File: src/rtl/sfp_pkg.sv
package sfp_pkg;

  // Serial-clock edge events seen by the shift engine in one system cycle.
  typedef struct packed {
    logic fall;
    logic rise;
  } sfp_evt_t;

endpackage

File: src/rtl/sfp_sync.sv
module sfp_sync #(
  parameter int          W       = 1,
  parameter logic [W-1:0] RST_VAL = '1
) (
  input  logic         clk,
  input  logic         rst_n,
  input  logic [W-1:0] d,
  output logic [W-1:0] q
);

  logic [W-1:0] meta_q;
  logic [W-1:0] stab_q;

  always_ff @(posedge clk or negedge rst_n) begin
    if (!rst_n) begin
      meta_q <= RST_VAL;
      stab_q <= RST_VAL;
    end else begin
      meta_q <= d;
      stab_q <= meta_q;
    end
  end

  assign q = stab_q;

endmodule

File: src/rtl/sfp_clkgen.sv
module sfp_clkgen
  import sfp_pkg::*;
#(
  parameter int HALF = 8
) (
  input  logic     clk,
  input  logic     rst_n,
  input  logic     run,
  input  logic     clr,
  output sfp_evt_t evt,
  output logic     sck
);

  localparam int CW = $clog2(HALF + 1);

  logic [CW-1:0] hc_q, hc_d;
  logic          sck_q, sck_d;
  logic          tick;

  assign tick = run && (hc_q == CW'(HALF - 1));

  always_comb begin
    hc_d  = hc_q;
    sck_d = sck_q;
    if (clr) begin
      hc_d  = '0;
      sck_d = 1'b1;
    end else if (run) begin
      if (tick) begin
        hc_d  = '0;
        sck_d = !sck_q;
      end else begin
        hc_d = hc_q + 1'b1;
      end
    end
  end

  always_ff @(posedge clk or negedge rst_n) begin
    if (!rst_n) begin
      hc_q  <= '0;
      sck_q <= 1'b1;
    end else begin
      hc_q  <= hc_d;
      sck_q <= sck_d;
    end
  end

  assign evt.fall = tick && sck_q;
  assign evt.rise = tick && !sck_q;
  assign sck      = sck_q;

endmodule

File: src/rtl/sfp_shifter.sv
module sfp_shifter
  import sfp_pkg::*;
#(
  parameter int DW = 8
) (
  input  logic          clk,
  input  logic          rst_n,
  input  logic          clr,
  input  sfp_evt_t      evt,
  input  logic [DW-1:0] ld_data,
  input  logic          si,
  output logic          so,
  output logic [DW-1:0] rx_data,
  output logic          byte_done
);

  localparam int BW = $clog2(DW);
  localparam logic [BW-1:0] LAST_BIT = BW'(DW - 1);

  logic [DW-1:0] sr_q, sr_d;
  logic          samp_q, samp_d;
  logic [BW-1:0] bc_q, bc_d;

  always_comb begin
    sr_d   = sr_q;
    samp_d = samp_q;
    bc_d   = bc_q;
    if (clr) begin
      bc_d = '0;
    end else begin
      if (evt.fall) begin
        sr_d = (bc_q == '0) ? ld_data : {sr_q[DW-2:0], samp_q};
      end
      if (evt.rise) begin
        samp_d = si;
        bc_d   = (bc_q == LAST_BIT) ? '0 : bc_q + 1'b1;
      end
    end
  end

  always_ff @(posedge clk or negedge rst_n) begin
    if (!rst_n) begin
      sr_q   <= '0;
      samp_q <= 1'b0;
      bc_q   <= '0;
    end else begin
      sr_q   <= sr_d;
      samp_q <= samp_d;
      bc_q   <= bc_d;
    end
  end

  assign so        = sr_q[DW-1];
  assign rx_data   = {sr_q[DW-2:0], si};
  assign byte_done = !clr && evt.rise && (bc_q == LAST_BIT);

endmodule

File: src/rtl/sfp_slots.sv
module sfp_slots #(
  parameter int DW    = 8,
  parameter int DEPTH = 8,
  parameter int AW    = 3
) (
  input  logic          clk,
  input  logic          rst_n,
  input  logic          hw_en,
  input  logic [AW-1:0] hw_addr,
  input  logic [DW-1:0] hw_data,
  input  logic          ew_en,
  input  logic [AW-1:0] ew_addr,
  input  logic [DW-1:0] ew_data,
  input  logic [AW-1:0] hr_addr,
  output logic [DW-1:0] hr_data,
  input  logic [AW-1:0] er_addr,
  output logic [DW-1:0] er_data
);

  logic [DW-1:0] slot_v [DEPTH];

  for (genvar i = 0; i < DEPTH; i++) begin : g_slot
    logic [DW-1:0] q;
    logic          hsel, esel;

    assign hsel = hw_en && (hw_addr == AW'(i));
    assign esel = ew_en && (ew_addr == AW'(i));

    always_ff @(posedge clk or negedge rst_n) begin
      if (!rst_n) begin
        q <= '0;
      end else if (hsel) begin
        q <= hw_data;
      end else if (esel) begin
        q <= ew_data;
      end
    end

    assign slot_v[i] = q;
  end

  assign hr_data = slot_v[hr_addr];
  assign er_data = slot_v[er_addr];

endmodule

File: src/rtl/fifo_serial_port.sv
module fifo_serial_port
  import sfp_pkg::*;
#(
  parameter int DW    = 8,
  parameter int DEPTH = 8,
  parameter int HALF  = 8,
  localparam int AW   = $clog2(DEPTH)
) (
  input  logic          clk,
  input  logic          rst_n,
  input  logic          cfg_master,
  input  logic          cfg_csmode,
  input  logic [AW-1:0] len_m1,
  input  logic          start,
  output logic          busy,
  output logic          done,
  input  logic          wr_en,
  input  logic [AW-1:0] wr_addr,
  input  logic [DW-1:0] wr_data,
  input  logic [AW-1:0] rd_addr,
  output logic [DW-1:0] rd_data,
  input  logic          sck_i,
  output logic          sck_o,
  output logic          sck_oe,
  input  logic          si,
  output logic          so,
  output logic          so_oe,
  input  logic          cs_n
);

  // Pin synchronisers: {sck_i, cs_n, si}
  logic [2:0] pin_s;
  logic       sck_s, cs_s, si_s;

  sfp_sync #(.W(3), .RST_VAL(3'b111)) u_sync (
    .clk   (clk),
    .rst_n (rst_n),
    .d     ({sck_i, cs_n, si}),
    .q     (pin_s)
  );

  assign sck_s = pin_s[2];
  assign cs_s  = pin_s[1];
  assign si_s  = pin_s[0];

  // Sequencer state
  logic          busy_q, busy_d;
  logic          done_q, done_d;
  logic [AW-1:0] idx_q, idx_d;
  logic [AW-1:0] last_q, last_d;
  logic          sckp_q;

  logic          cs_ok, run;
  sfp_evt_t      m_evt, s_evt, evt;
  logic          m_sck;
  logic          sh_si, byte_done;
  logic [DW-1:0] ld_data, rx_data;

  assign cs_ok = !cfg_csmode || !cs_s;
  assign run   = busy_q && cs_ok;

  sfp_clkgen #(.HALF(HALF)) u_clkgen (
    .clk   (clk),
    .rst_n (rst_n),
    .run   (run && cfg_master),
    .clr   (!busy_q),
    .evt   (m_evt),
    .sck   (m_sck)
  );

  // Slave-side edge detection on the synchronised clock
  assign s_evt.fall = run && !cfg_master && sckp_q && !sck_s;
  assign s_evt.rise = run && !cfg_master && !sckp_q && sck_s;

  assign evt   = cfg_master ? m_evt : s_evt;
  assign sh_si = cfg_master ? si : si_s;

  sfp_shifter #(.DW(DW)) u_shift (
    .clk       (clk),
    .rst_n     (rst_n),
    .clr       (!busy_q),
    .evt       (evt),
    .ld_data   (ld_data),
    .si        (sh_si),
    .so        (so),
    .rx_data   (rx_data),
    .byte_done (byte_done)
  );

  sfp_slots #(.DW(DW), .DEPTH(DEPTH), .AW(AW)) u_slots (
    .clk     (clk),
    .rst_n   (rst_n),
    .hw_en   (wr_en && !busy_q),
    .hw_addr (wr_addr),
    .hw_data (wr_data),
    .ew_en   (busy_q && byte_done),
    .ew_addr (idx_q),
    .ew_data (rx_data),
    .hr_addr (rd_addr),
    .hr_data (rd_data),
    .er_addr (idx_q),
    .er_data (ld_data)
  );

  // Sequencer next state
  always_comb begin
    busy_d = busy_q;
    done_d = 1'b0;
    idx_d  = idx_q;
    last_d = last_q;
    if (!busy_q) begin
      if (start) begin
        busy_d = 1'b1;
        idx_d  = '0;
        last_d = len_m1;
      end
    end else if (byte_done) begin
      if (idx_q == last_q) begin
        busy_d = 1'b0;
        done_d = 1'b1;
      end else begin
        idx_d = idx_q + 1'b1;
      end
    end
  end

  always_ff @(posedge clk or negedge rst_n) begin
    if (!rst_n) begin
      busy_q <= 1'b0;
      done_q <= 1'b0;
      idx_q  <= '0;
      last_q <= '0;
      sckp_q <= 1'b1;
    end else begin
      busy_q <= busy_d;
      done_q <= done_d;
      idx_q  <= idx_d;
      last_q <= last_d;
      sckp_q <= sck_s;
    end
  end

  assign busy   = busy_q;
  assign done   = done_q;
  assign sck_o  = cfg_master ? m_sck : 1'b1;
  assign sck_oe = busy_q && cfg_master && cs_ok;
  assign so_oe  = busy_q && cs_ok;

endmodule

File: config.mk
export PLATFORM = sky130hd
export DESIGN_NAME = fifo_serial_port
export DESIGN_NICKNAME = d
export VERILOG_FILES = /design/src/rtl/sfp_pkg.sv /design/src/rtl/sfp_sync.sv /design/src/rtl/sfp_clkgen.sv /design/src/rtl/sfp_shifter.sv /design/src/rtl/sfp_slots.sv /design/src/rtl/fifo_serial_port.sv
export SDC_FILE = /design/constraint.sdc
export NUM_CORES = 1
export LEC_CHECK = 0
export ABC_AREA = 1
export BUFFER_PORTS_ARGS = -buffer_cell sky130_fd_sc_hd__buf_2
export CORE_MARGIN = 3
export CORE_UTILIZATION = 42
export CTS_CLUSTER_DIAMETER = 50
export DETAILED_ROUTE_END_ITERATION = 12
export GPL_ROUTABILITY_DRIVEN = 0
export SLEW_MARGIN = 10
export SYNTH_ARGS = -nofsm -noshare
export SYNTH_HDL_FRONTEND = slang
export SYNTH_SLANG_ARGS = --single-unit
File: constraint.sdc
create_clock -name clk -period 2 [get_ports clk]
set_clock_uncertainty 0.15 [all_clocks]
set_input_delay 0 -clock clk [delete_from_list [all_inputs] [get_ports clk]]
set_output_delay 0 -clock clk [all_outputs]
set_load 0.03 [all_outputs]
# --- Yosys cells after proc, flatten, opt, wreduce, memory -nomap -nowiden ---
# Index checks and enable logic that the tools add are counted.
op_classes:
  add_sub_neg: 3
  magnitude_cmp: 2
  eq_ne: 22
  mux: 46
  n_bitwise: 3
  reduce_logical: 57
ops:
  columns: ["operator", "n"]
  rows:
  - ["$mux 8", 21]
  - ["$bmux 8 s3", 2]
  - ["$logic_and 1x1->1", 32]
  - ["$eq 3x3->1 const B", 9]
  - ["$mux 3", 7]
  - ["$reduce_bool 2->1", 9]
  - ["$eq 3x2->1 const B", 4]
  - ["$mux 1", 12]
  - ["$mux 4", 3]
  - ["$logic_not 3->1", 3]
  - ["$ge 4x4->1 const B", 2]
  - ["$ne 2x1->1 const B", 4]
  - ["$not 3->4", 2]
  - ["$reduce_and 2->1", 4]
  - ["$logic_not 1->1", 7]
  - ["$add 3x1->3 const B", 2]
  - ["$eq 3x1->1 const B", 2]
  - ["$add 4x1->4 const B", 1]
  - ["$eq 4x3->1 const B", 1]
  - ["$eq 3x3->1", 1]
  - ["$reduce_and 3->1", 1]
  - ["$mux 2", 1]
  - ["$ne 2x2->1 const B", 1]
  - ["$logic_or 1x1->1", 1]
  - ["$not 1->1", 1]
word_totals:
  ff_bits: 96
  inputBits: 26
  out_inout_bits: 14
  word_cells: 153

# --- Logic depth before layout (Yosys ltp) ---
# Gate-level depths: netlist of run 1.
logic_depth:
  word_depth: 13
  depth_mapped: 11
  ltp_nobuf: 10

# --- By module ---
# Synthesis of run 1 repeated with hierarchy kept, for this count alone.
hier_totals:
  cells_unflattened: 1009
  area_unflattened_um2: 6388.6
by_module_without_submodules:
  columns: ["module", "n_inst", "cells_each", "area_per_inst_um2", "seq_area_each_um2"]
  rows:
  - ["sfp_slots", 1, 812, 4727.0, 1601.5]
  - ["sfp_shifter", 1, 93, 690.7, 300.3]
  - ["fifo_serial_port", 1, 64, 528.0, 226.5]
  - ["sfp_clkgen", 1, 34, 285.3, 126.4]
  - ["sfp_sync", 1, 6, 157.7, 157.7]

# --- Worst setup path after synthesis of run 1 ---
# Ideal clock, no wire load.
synth_timing:
  kind: "register -> register"
  from: "reg busy_q, in the netlist busy"
  to: "reg idx_q[1]"
  setup_ns: 0.117
  arrival_ns: 1.668
  required_ns: 1.733
  slack_ns: 0.065
  stages_incl_launch_ff: 11
  path_buffers: 1
  synth_period_minus_slack_ns: 1.935
  cell_sequence: "dfrtp_1 > nand2_1 > inv_1 > nand2_1 > nand2_4 > buf_8 > nand2_1 > nand2_2 > nand2_1 > nand2_1 > nand2_1"
synth_between:
  elab_chain_cells: 9
  word_cells_on_any_way: 15
  classes_between: "eq/ne: 2; mux: 2; reduce/logical: 11"
synth_rtl:
  columns: ["item", "line_no", "rtl"]
  rows:
  - ["from (decl)", "fifo_serial_port.sv:47", "logic busy_q, busy_d;"]
  - ["from (signal assigned)", "fifo_serial_port.sv:135", "busy_q <= busy_d;"]
  - ["$logic_and 1x1->1 *", null, null]
  - ["named net so_oe", "fifo_serial_port.sv:27", "output logic so_oe,"]
  - ["$logic_and 1x1->1 (on tied branches)", "fifo_serial_port.sv:73, fifo_serial_port.sv:65", null]
  - ["$logic_and 1x1->1 (on tied branches)", "fifo_serial_port.sv:73, sfp_clkgen.sv:20", null]
  - ["$logic_and 1x1->1 (on tied branches)", "fifo_serial_port.sv:73, sfp_clkgen.sv:49", null]
  - ["$mux 2 *", "fifo_serial_port.sv:75", "assign evt = cfg_master ? m_evt : s_evt;"]
  - ["$logic_and 1x1->1 * (2 in a row)", "sfp_shifter.sv:55", "assign byte_done = !clr && evt.rise && (bc_q == LAST_BIT);"]
  - ["$ne 2x1->1 (no line) *", null, null]
  - ["$reduce_and 3->1 (no line) *", null, null]
  - ["to (signal assigned)", "fifo_serial_port.sv:137", "idx_q <= idx_d;"]
  - ["to (decl)", "fifo_serial_port.sv:49", "logic [AW-1:0] idx_q, idx_d;"]
# The timed path passes the listed nets; every way through them passes the cells marked *.
# A chain may end at the register's enable or synchronous reset.

# --- Worst setup path after layout of run 1 ---
layout_timing:
  from: "reg u_clkgen.hc_q[0]"
  to: "reg u_slots.g_slot[7].q[7]"
layout_between:
  elab_chain_cells: 9
layout_rtl:
  columns: ["item", "line_no", "rtl"]
  rows:
  - ["from (decl)", "sfp_clkgen.sv:16", "logic [CW-1:0] hc_q, hc_d;"]
  - ["from (signal assigned)", "sfp_clkgen.sv:40", "hc_q <= '0;"]
  - ["from (signal assigned)", "sfp_clkgen.sv:43", "hc_q <= hc_d;"]
  - ["$eq 4x3->1", "sfp_clkgen.sv:20", "assign tick = run && (hc_q == CW'(HALF - 1));"]
  - ["$logic_and 1x1->1", "sfp_clkgen.sv:20", null]
  - ["$logic_and 1x1->1", "sfp_clkgen.sv:49", "assign evt.rise = tick && !sck_q;"]
  - ["$mux 2", "fifo_serial_port.sv:75", null]
  - ["$logic_and 1x1->1 (2 in a row)", "sfp_shifter.sv:55", null]
  - ["$logic_and 1x1->1", "fifo_serial_port.sv:96", ".ew_en (busy_q && byte_done),"]
  - ["$logic_and 1x1->1", "sfp_slots.sv:27", "assign esel = ew_en && (ew_addr == AW'(i));"]
  - ["$reduce_bool 2->1 (no line)", null, null]
  - ["to (signal assigned)", "sfp_slots.sv:33", "q <= hw_data;"]
  - ["to (signal assigned)", "sfp_slots.sv:35", "q <= ew_data;"]
  - ["to (decl)", "sfp_slots.sv:23", "logic [DW-1:0] q;"]
# No other way between the ends.

==> results of run 1 <==
[power by group through the flow]
stage          registers, mW  logic [mW]  clock network [mW]
2_1_floorplan           2.29        1.32                   0
3_3_place_gp            2.54        1.62                   0
3_5_place_dp            2.54        1.63                   0
4_1_cts                 2.51        1.66                2.07
5_1_grt                 2.55        1.97                2.13
6_report                2.53        1.70                2.04
[flip-flops by register name, summed over array words and instances, names as in the netlist, 3 cells and up]
| name | cells |
|---|---|
| idx_q | 3 |
| last_q | 3 |
| u_clkgen.hc_q | 4 |
| u_shift.bc_q | 3 |
| u_shift.sr_q | 8 |
| u_slots.g_slot.q | 64 |
| u_sync.meta_q | 3 |
| u_sync.q | 3 |
[routing by layer]
layer | part of all wire, % | wire, µm | vias to the layer above
li1 | - | - | 2969
met1 | 49 | 9214 | 2663
met2 | 40 | 7588 | 258
met3 | 8.1 | 1517 | 25
met4 | 2.3 | 424 | 0
met5 | 0 | 0 | -
[cell usage in the layout, fill, tap and decap left out, types with 2 or more instances in the layout]
cell type	n
nor2_2	2
mux2_2	4
buf_12	6
dfrtp_1	87
nand3_1	93
inv_6	2
clkbuf_16	9
xnor2_1	2
o21ai_0	113
nand3b_4	2
nand2_2	6
dfstp_2	8
a31oi_1	8
ha_1	8
nor2_1	56
inv_1	55
o21ai_1	12
nand2_1	297
a21oi_1	31
dlygate4sd3_1	12
buf_2	38
bufinv_16	3
nand3b_2	4
ha_2	2
nand3_4	3
or2_2	2
nand2_4	4
buf_4	29
o211ai_1	19
[cell families (layout without fill, tap and decap cells)]
kind of cell    after synthesis  after routing  synth area share, %
simple gates                474            474                34.06
compound gates              184            184                16.11
buf+inv                     106            157                7.005
flops                        96             96                39.61
fa+ha+maj                    10             10                2.054
mux                           4              4               0.7395
xor+xnor                      3              3               0.4315
[final cells by class]
type | instances | share of cell area [%]
sequential | 96 | 33.88
tap | 180 | 3.162
clock inverter | 6 | 1.581
multi-input combinational | 675 | 46.11
clock buffer | 10 | 3.214
timing repair buffer | 85 | 9.099
inverter | 56 | 2.951
[timing repair]
action	4_1_cts	5_1_grt
hold buffers	12	0
endpoints found under the setup margin	18	52
buffers inserted	0	4
resized for setup	1	6
hold endpoints to repair	110	0
pin swaps	0	2
[worst paths after layout]
| path | start | end | slack, ns |
|---|---|---|---|
| max reg2reg | u_clkgen.hc_q[0] | u_slots.g_slot[7].q[7] | 0.13 |
| min reg2reg | u_sync.meta_q[2] | u_sync.q[2] | 0.21 |
| min in group clk | wr_data[4] | u_slots.g_slot[3].q[4] | 0.06 |
| min | rst_n | u_slots.g_slot[7].q[7] | 0.02 |
| max | u_clkgen.hc_q[0] | u_slots.g_slot[7].q[7] | 0.13 |
| max in group asynchronous | rst_n | idx_q[2] | 0.78 |
[worst min-delay path, stage by stage]
cell,delay [ns]
dlygate4sd3_1,0.52
buf_4,0.15
buf_12,0.22
==> impl_metrics.toml, run 1 <==
[cells_and_area]
fillerInstances = 1413
final_nets = 959
stdcell_count = 1108
drive_above_1_share_pct = 14.12
stdcell_area_mm2 = 0.007123
area_of_combinational_cells_with_multiple_inputs_mm2 = 0.003284
n_antenna_cell = 0
area.growth.synth_to_final_pct = 16.95
postLayoutCoreUtil_pct = 50.73
register_area_mm2 = 0.002414

[die]
core-area_mm2 = 0.01404
ioPinCount = 40
chipWidth_um = 126.4
fp.dieArea_mm2 = 0.01598
row_count = 43
floorplan.die.height_um = 126.4
initial_core_util_pct = 43.38

[synth]
yosys.area.top_type_share_pct = 36.15
ys.warnings.count = 0
synthMostInstantiatedCell = "nand2_1"
ys_top_cells_by_count = "nand2_1, o21ai_0, nand3_1"
ys_ff_latch = 96
post_synth_num_cell_types = 31
yosysTopAreaCell = "dfrtp_1"
postSynthCellCount = 877
mappedNetlistArea_mm2 = 0.006091
post_synth.cell_area_avg_um2 = 6.945
post_synth_main_area_contributors = "dfrtp_1, nand2_1, o21ai_0, nand3_1, dfstp_2"
seq_area_frac_synth_pct = 39.61
synth_edf_count = 0
synthFlopType = "dfrtp_1"
synthesis.nets = 913
postSynth.asyncResetShare_pct = 100.0

[routing]
detail_route.first_pass.iterations = 5
drt-wirelength-per-cell_um = 16.92
drtAntennaViolNets = 0
postRouteWirelength_mm = 18.74
post_drt_via_cell_ratio = 5.338
drt_drc_violations_left = 0
drt_iter0_markers = 745
vias = 5915

[global_route]
grt_util_all_layers_pct = 23.93
top_usage_layer = "met1"
overflow_left_after_global_routing = 0
gr-usage-met1_pct = 38.38
grt_max_degree = 55
grt_antenna_before_repair = 0
gr-usage-met2_pct = 31.97
number_of_global_route_vias_before_repair = 5208
use_met3_pct = 3.874
grt_pass1_wl_mm = 29.70

[setup_path]
cp_data_arrival_time_ns = 2.02
critical-path-top-delay-family = "simple AND/OR/NAND/NOR gates"
setup.worst_path.class = "reg -> reg"
number_of_cells_on_the_worst_reg_to_reg_path = 10
crit_required_ns = 2.15
cp_cell_instances = "ha_2 -> nand2_1 -> nor2_4 -> nand3_4 -> nand2_8 -> buf_4 -> nand3_4 -> nand2_4 -> nand2_1 -> nand2_1"
worstSetupStartpointType = "flop"
timing.critical_path.fanout_max = 9
timing.critical_path.slowest_stage_cell = "dfrtp_1"
timing.critical_path.mode_cell = "nand2_1"
critPathBufInv = 1
max_stage_delay_ns = 0.39
cp-end-kind = "flop"
crit_cells = 10

[cts]
path_clk_slew_ns = 0.07
clockBufferDepth = 2
clock_sink_count = 96
clockRootBuffer = "clkbuf_16"
cts_made_buffers = 9
clock_insertion_delay_worst_skew_ns = 0.36
tritoncts = "yes"
htree_levels = 3

[timing]
finalHoldViolCount = 0
fin_crit_ns = 1.875
hold_ws_ns = 0.02075
maxSlewViolCount = 0
fin_tns_setup_ns = 0
timing.slew.headroom_pct = 61.73
timing_worst_slew_pin_value_ns = 0.5741
setup-violations-final = 0
fmaxAchievable_mhz = 533.4
setup_slack_ns = 0.1252
post-route-period-util_pct = 93.74

[placement]
place.port_buffers = 39
placed_standard_cell_area_mm2 = 0.006585
place_inst = 1076
post-place-ws_ns = -0.02006
detailedPlacementHpwl_mm = 12.98

[pwr]
net-switching-power_mw = 2.219
max-vdd-ir-drop_uv = 637.1
comb_power_share_pct = 27.1
p_int_mw = 4.046
power.share.clock_pct = 32.5
p_leak_nw = 3.652
power-per-cell-area_mw_per_mm2 = 879.6
p_total_mw = 6.266
switching_share_of_power_pct = 35.42
flop_pwr_share_pct = 40.3

[outcome]
outcome = "complete, no violations"

[hold_path]
worstHoldPathType = "in -> async"

[run]
maxCapViolCount = 0
Power figures use the tool's default switching activity.
==> run 2: changes to the inputs <==
==> constraint.sdc (replaced) <==
create_clock -name clk -period 2.4 [get_ports clk]
set_clock_uncertainty 0.15 [all_clocks]
set_input_delay 0 -clock clk [delete_from_list [all_inputs] [get_ports clk]]
set_output_delay 0 -clock clk [all_outputs]
set_load 0.03 [all_outputs]
==> impl_metrics.toml, run 2 (synthesis gave the netlist of run 1 again) <==
[outcome]
outcome = "complete, but fails checks"
violations_in_the_final_reports = "negative hold slack"

[setup_path]
rr_endpoint = "u_slots.g_slot[0].q[0]"
timing.critical_path.fanout_max = 15
cp-end-kind = "flop"
timing.rr.start = "u_clkgen.hc_q[0]"
reg2reg_slack_ns = 0.31
cp_data_arrival_time_ns = 2.23
setup.worst_path.class = "reg -> reg"
crit_required_ns = 2.54
number_of_cells_on_the_worst_reg_to_reg_path = 9
worstSetupStartpointType = "flop"

[cts]
tritoncts = "yes"
clockRootBuffer = "clkbuf_16"
htree_levels = 3
clockBufferDepth = 2
clock_insertion_delay_worst_skew_ns = 0.35
path_clk_slew_ns = 0.07
cts_made_buffers = 9
clock_sink_count = 96

[die]
row_count = 43
initial_core_util_pct = 43.38
chipWidth_um = 126.4
floorplan.die.height_um = 126.4
fp.dieArea_mm2 = 0.01598
ioPinCount = 40
core-area_mm2 = 0.01404

[placement]
place.port_buffers = 39
detailedPlacementHpwl_mm = 12.85

[timing]
finalHoldViolCount = 4
fin_crit_ns = 2.092
timing_worst_slew_pin_value_ns = 0.6539
fmaxAchievable_mhz = 478.1
fin_tns_setup_ns = 0
setup-violations-final = 0
timing.slew.headroom_pct = 56.30
post-route-period-util_pct = 87.15
grt_setup_unrepaired = "false"
hold_ws_ns = -0.004513
maxSlewViolCount = 0

[pwr]
power.share.clock_pct = 31.9
max-vdd-ir-drop_uv = 528.6
flop_pwr_share_pct = 41.7
switching_share_of_power_pct = 36.64
power-per-cell-area_mw_per_mm2 = 738.0
p_total_mw = 5.098
net-switching-power_mw = 1.868
p_int_mw = 3.230
p_leak_nw = 3.539
comb_power_share_pct = 26.5

[global_route]
grt_pass1_wl_mm = 29.60
grt_util_all_layers_pct = 24.10
overflow_left_after_global_routing = 0
grt_max_degree = 62
grt_antenna_before_repair = 0
number_of_global_route_vias_before_repair = 5047

[cells_and_area]
drive_above_1_share_pct = 12.28
largest_register_ff_count = 64
reg_top3 = "u_slots.g_slot.q: 64 flops, u_shift.sr_q: 8 flops, u_clkgen.hc_q: 4 flops"
final_nets = 943
area.growth.synth_to_final_pct = 13.41
mostFrequentLayoutCells = "nand2_1, o21ai_0, nand3_1"
n_antenna_cell = 0
final_common_cell = "nand2_1"
largest_register = "u_slots.g_slot.q"

[routing]
vias = 5854
drt_iter0_markers = 586
drt-wirelength-per-cell_um = 17.48
drtAntennaViolNets = 0
detail_route.first_pass.iterations = 5
postRouteWirelength_mm = 19.09
post_drt_via_cell_ratio = 5.361
drt_drc_violations_left = 0

[run]
maxCapViolCount = 0

[hold_path]
worstHoldPathType = "in -> async"
run 2: changes by cell type in the layout (fill, tap and decap cells not counted), sizes merged:
| cell | change |
|---|---|
| clkinv | +2 |
| buf | -17 |
| dlygate4sd3 | +1 |
| clkbuf | -1 |
| bufinv | -1 |
run 2: final cells by class:
type	instances	area (µm²)
Multi-Input combinational cell	675	3252
Timing Repair Buffer	69	480.5
Clock inverter	7	102.6
Inverter	56	210.2
Sequential cell	96	2412
Fill cell	1410	7134
Clock buffer	9	225.2
Tap cell	180	225.2
run 2: power groups by stage:
stage               Sequential, mW  Combinational (mW)  Clock (mW)
floorplan                     1.91                1.10           0
global placement              2.14                1.31           0
detailed placement            2.14                1.33           0
CTS                           2.11                1.35        1.66
global route                  2.14                1.54        1.72
finish                        2.12                1.35        1.62
run 2: timing repair:
action                    in CTS  in global routing
resized for setup              0                  0
hold buffers                  13                  0
setup buffers                  0                  0
hold endpoints to repair     108                  0
run 2: worst max-delay path by stage:
stage / cells after the start / to / from
after floorplan: 10 / idx_q[1] / busy
after global placement: 9 / u_slots.g_slot[0].q[4] / u_clkgen.hc_q[0]
after detailed placement: 9 / u_slots.g_slot[0].q[3] / u_clkgen.hc_q[0]
after CTS: 9 / u_slots.g_slot[0].q[3] / u_clkgen.hc_q[0]
after global routing: 7 / u_slots.g_slot[6].q[7] / busy
final: 9 / u_slots.g_slot[0].q[0] / u_clkgen.hc_q[0]
run 2: worst max-delay path: stages, from the launching register on:
cell      delay (ns)
dfrtp_1         0.39
ha_1            0.20
nand2_1         0.07
nor2_2          0.21
nand3_4         0.11
nand2_4         0.23
nand3b_2        0.29
nand2_2         0.24
nand2_1         0.07
nand2_1         0.06
run 2: per-stage QoR:
step	std cells	instance area (µm²)	setup WS (ns)	hold slack (ns)	util, %
floorplan	877	6091	0.4645	-0.4456	-
global placement	1063	6450	0.3471	-0.1479	45.93
detailed placement	1063	6450	0.3267	-0.1514	45.93
CTS	1092	6908	0.3016	0.01068	49.19
global route	1092	6908	0.1169	0.03769	49.19
finish	1092	6908	0.3084	-0.004513	49.19
run 2: metal layers:
| layer | part of all wire (%) | wire length [µm] | vias up | track usage [%] |
|---|---|---|---|---|
| met5 | 0 | 0 | - | 0 |
| li1 | - | - | 2943 | - |
| met1 | 48 | 9102 | 2660 | 38.84 |
| met4 | 2.5 | 485 | 0 | 9.085 |
| met3 | 8.2 | 1573 | 30 | 2.779 |
| met2 | 42 | 7923 | 221 | 32.60 |
==> run 3: changes to the inputs <==
--- a/config.mk
+++ b/config.mk
@@ -12,6 +12,7 @@
 export CTS_CLUSTER_DIAMETER = 50
 export DETAILED_ROUTE_END_ITERATION = 12
 export GPL_ROUTABILITY_DRIVEN = 0
+export PLACE_DENSITY_LB_ADDON = 0.12
 export SLEW_MARGIN = 10
 export SYNTH_ARGS = -nofsm -noshare
 export SYNTH_HDL_FRONTEND = slang
==> impl_metrics.toml, run 3 (synthesis gave the netlist of run 1 again) <==
[cells_and_area]
postLayoutCoreUtil_pct = 48.93
register_area_mm2 = 0.002412
fillerInstances = 1402
n_antenna_cell = 0
largest_register_ff_count = 64
final_nets = 947
drive_above_1_share_pct = 12.55
final_common_cell = "nand2_1"
largest_register = "u_slots.g_slot.q"
mostFrequentLayoutCells = "nand2_1, o21ai_0, nand3_1"
area_of_combinational_cells_with_multiple_inputs_mm2 = 0.003252
area.growth.synth_to_final_pct = 12.80
reg_top3 = "u_slots.g_slot.q: 64 flops, u_shift.sr_q: 8 flops, u_clkgen.hc_q: 4 flops"
stdcell_area_mm2 = 0.006870

[routing]
postRouteWirelength_mm = 19.70
drt_iter0_markers = 610
detail_route.first_pass.iterations = 5
post_drt_via_cell_ratio = 5.504
drtAntennaViolNets = 0
vias = 6032
drt-wirelength-per-cell_um = 17.98
drt_drc_violations_left = 0

[cts]
path_clk_slew_ns = 0.07
htree_levels = 3
clock_insertion_delay_worst_skew_ns = 0.35
clockRootBuffer = "clkbuf_16"
cts_made_buffers = 9
clock_sink_count = 96
clockBufferDepth = 2
cts_resized = 0
cts_setup_buffers = 0
tritoncts = "yes"

[hold_path]
worstHoldPathType = "in -> async"

[timing]
fin_crit_ns = 2.097
fmaxAchievable_mhz = 476.9
post-route-period-util_pct = 87.36
fin_tns_setup_ns = 0
grt_setup_unrepaired = "false"
maxSlewViolCount = 0
timing_worst_slew_pin_value_ns = 0.7189
finalHoldViolCount = 0
timing.slew.headroom_pct = 51.96
hold_ws_ns = 0.04602
setup-violations-final = 0

[placement]
place.port_buffers = 39
placed_standard_cell_area_mm2 = 0.006455
detailedPlacementHpwl_mm = 13.66

[global_route]
overflow_left_after_global_routing = 0
grt_util_all_layers_pct = 25.32
number_of_global_route_vias_before_repair = 5651
grt_max_degree = 51
grt_antenna_before_repair = 0
grt_pass1_wl_mm = 31.67

[die]
row_count = 43
ioPinCount = 40
initial_core_util_pct = 43.38
fp.dieArea_mm2 = 0.01598
core-area_mm2 = 0.01404
floorplan.die.height_um = 126.4
chipWidth_um = 126.4

[setup_path]
worstSetupStartpointType = "flop"
cp_data_arrival_time_ns = 2.24
timing.rr.start = "u_clkgen.hc_q[0]"
crit_path_start = "u_clkgen.hc_q[0]"
cp-end-kind = "flop"
setup.worst_path.class = "reg -> reg"
timing.critical_path.fanout_max = 15
crit_required_ns = 2.54

[pwr]
p_leak_nw = 3.525
max-vdd-ir-drop_uv = 375.3
p_total_mw = 4.885
power-per-cell-area_mw_per_mm2 = 711.0

[outcome]
outcome = "complete, no violations"

[run]
maxCapViolCount = 0
run 3: report_power, final:
group / switching [mW] / total (mW) / internal (mW)
logic: 0.847 / 1.36 / 0.516
registers: 0.346 / 2.13 / 1.79
clock network: 0.629 / 1.39 / 0.760
run 3: final timing paths:
check / end / slack (ns) / cells past startpoint
min: last_q[0] / 0.05 / 2
min reg2reg: u_sync.q[2] / 0.21 / 0
max reg2reg: u_slots.g_slot[5].q[7] / 0.30 / 9
min in group clk: u_slots.g_slot[0].q[6] / 0.12 / 5
max in group asynchronous: u_slots.g_slot[3].q[1] / 1.20 / 3
max: u_slots.g_slot[5].q[7] / 0.30 / 9
run 3: routing by layer:
| layer | global-route usage [%] | wire length, µm | part of all wire (%) |
|---|---|---|---|
| met5 | 0 | 0 | 0 |
| met4 | 9.085 | 478 | 2.4 |
| met3 | 5.137 | 1636 | 8.3 |
| met2 | 36.46 | 8417 | 43 |
| met1 | 37.64 | 9171 | 47 |
run 3: final cells by class:
type                    instances  area share, %
multi-input cells             675          47.33
flip-flops and latches         96          35.11
repair buffers                 73          7.066
clock buffers                  12          3.733
well taps                     180          3.278
inverters                      56          3.060
clock inverters                 4         0.4189
run 3: what timing repair did:
item	4_1_cts	5_1_grt
hold endpoints to repair	57	0
hold buffers	13	0
endpoints found under the setup margin	0	0
run 3: through the flow:
step	instances	setup WS, ns
after floorplan	877	0.4645
after global placement	1067	0.3928
after detailed placement	1067	0.3444
after CTS	1096	0.3206
after global routing	1096	0.05036
final	1096	0.3033
run 3: worst max-delay path: stages, from the launching register on:
cell and delay, ns:
dfrtp_1 0.38, ha_1 0.20, nand2_1 0.07, nor2_2 0.20
nand3_4 0.11, nand2_4 0.22, nand3b_2 0.29, nand2_2 0.25
nand2_1 0.08, nand2_1 0.07
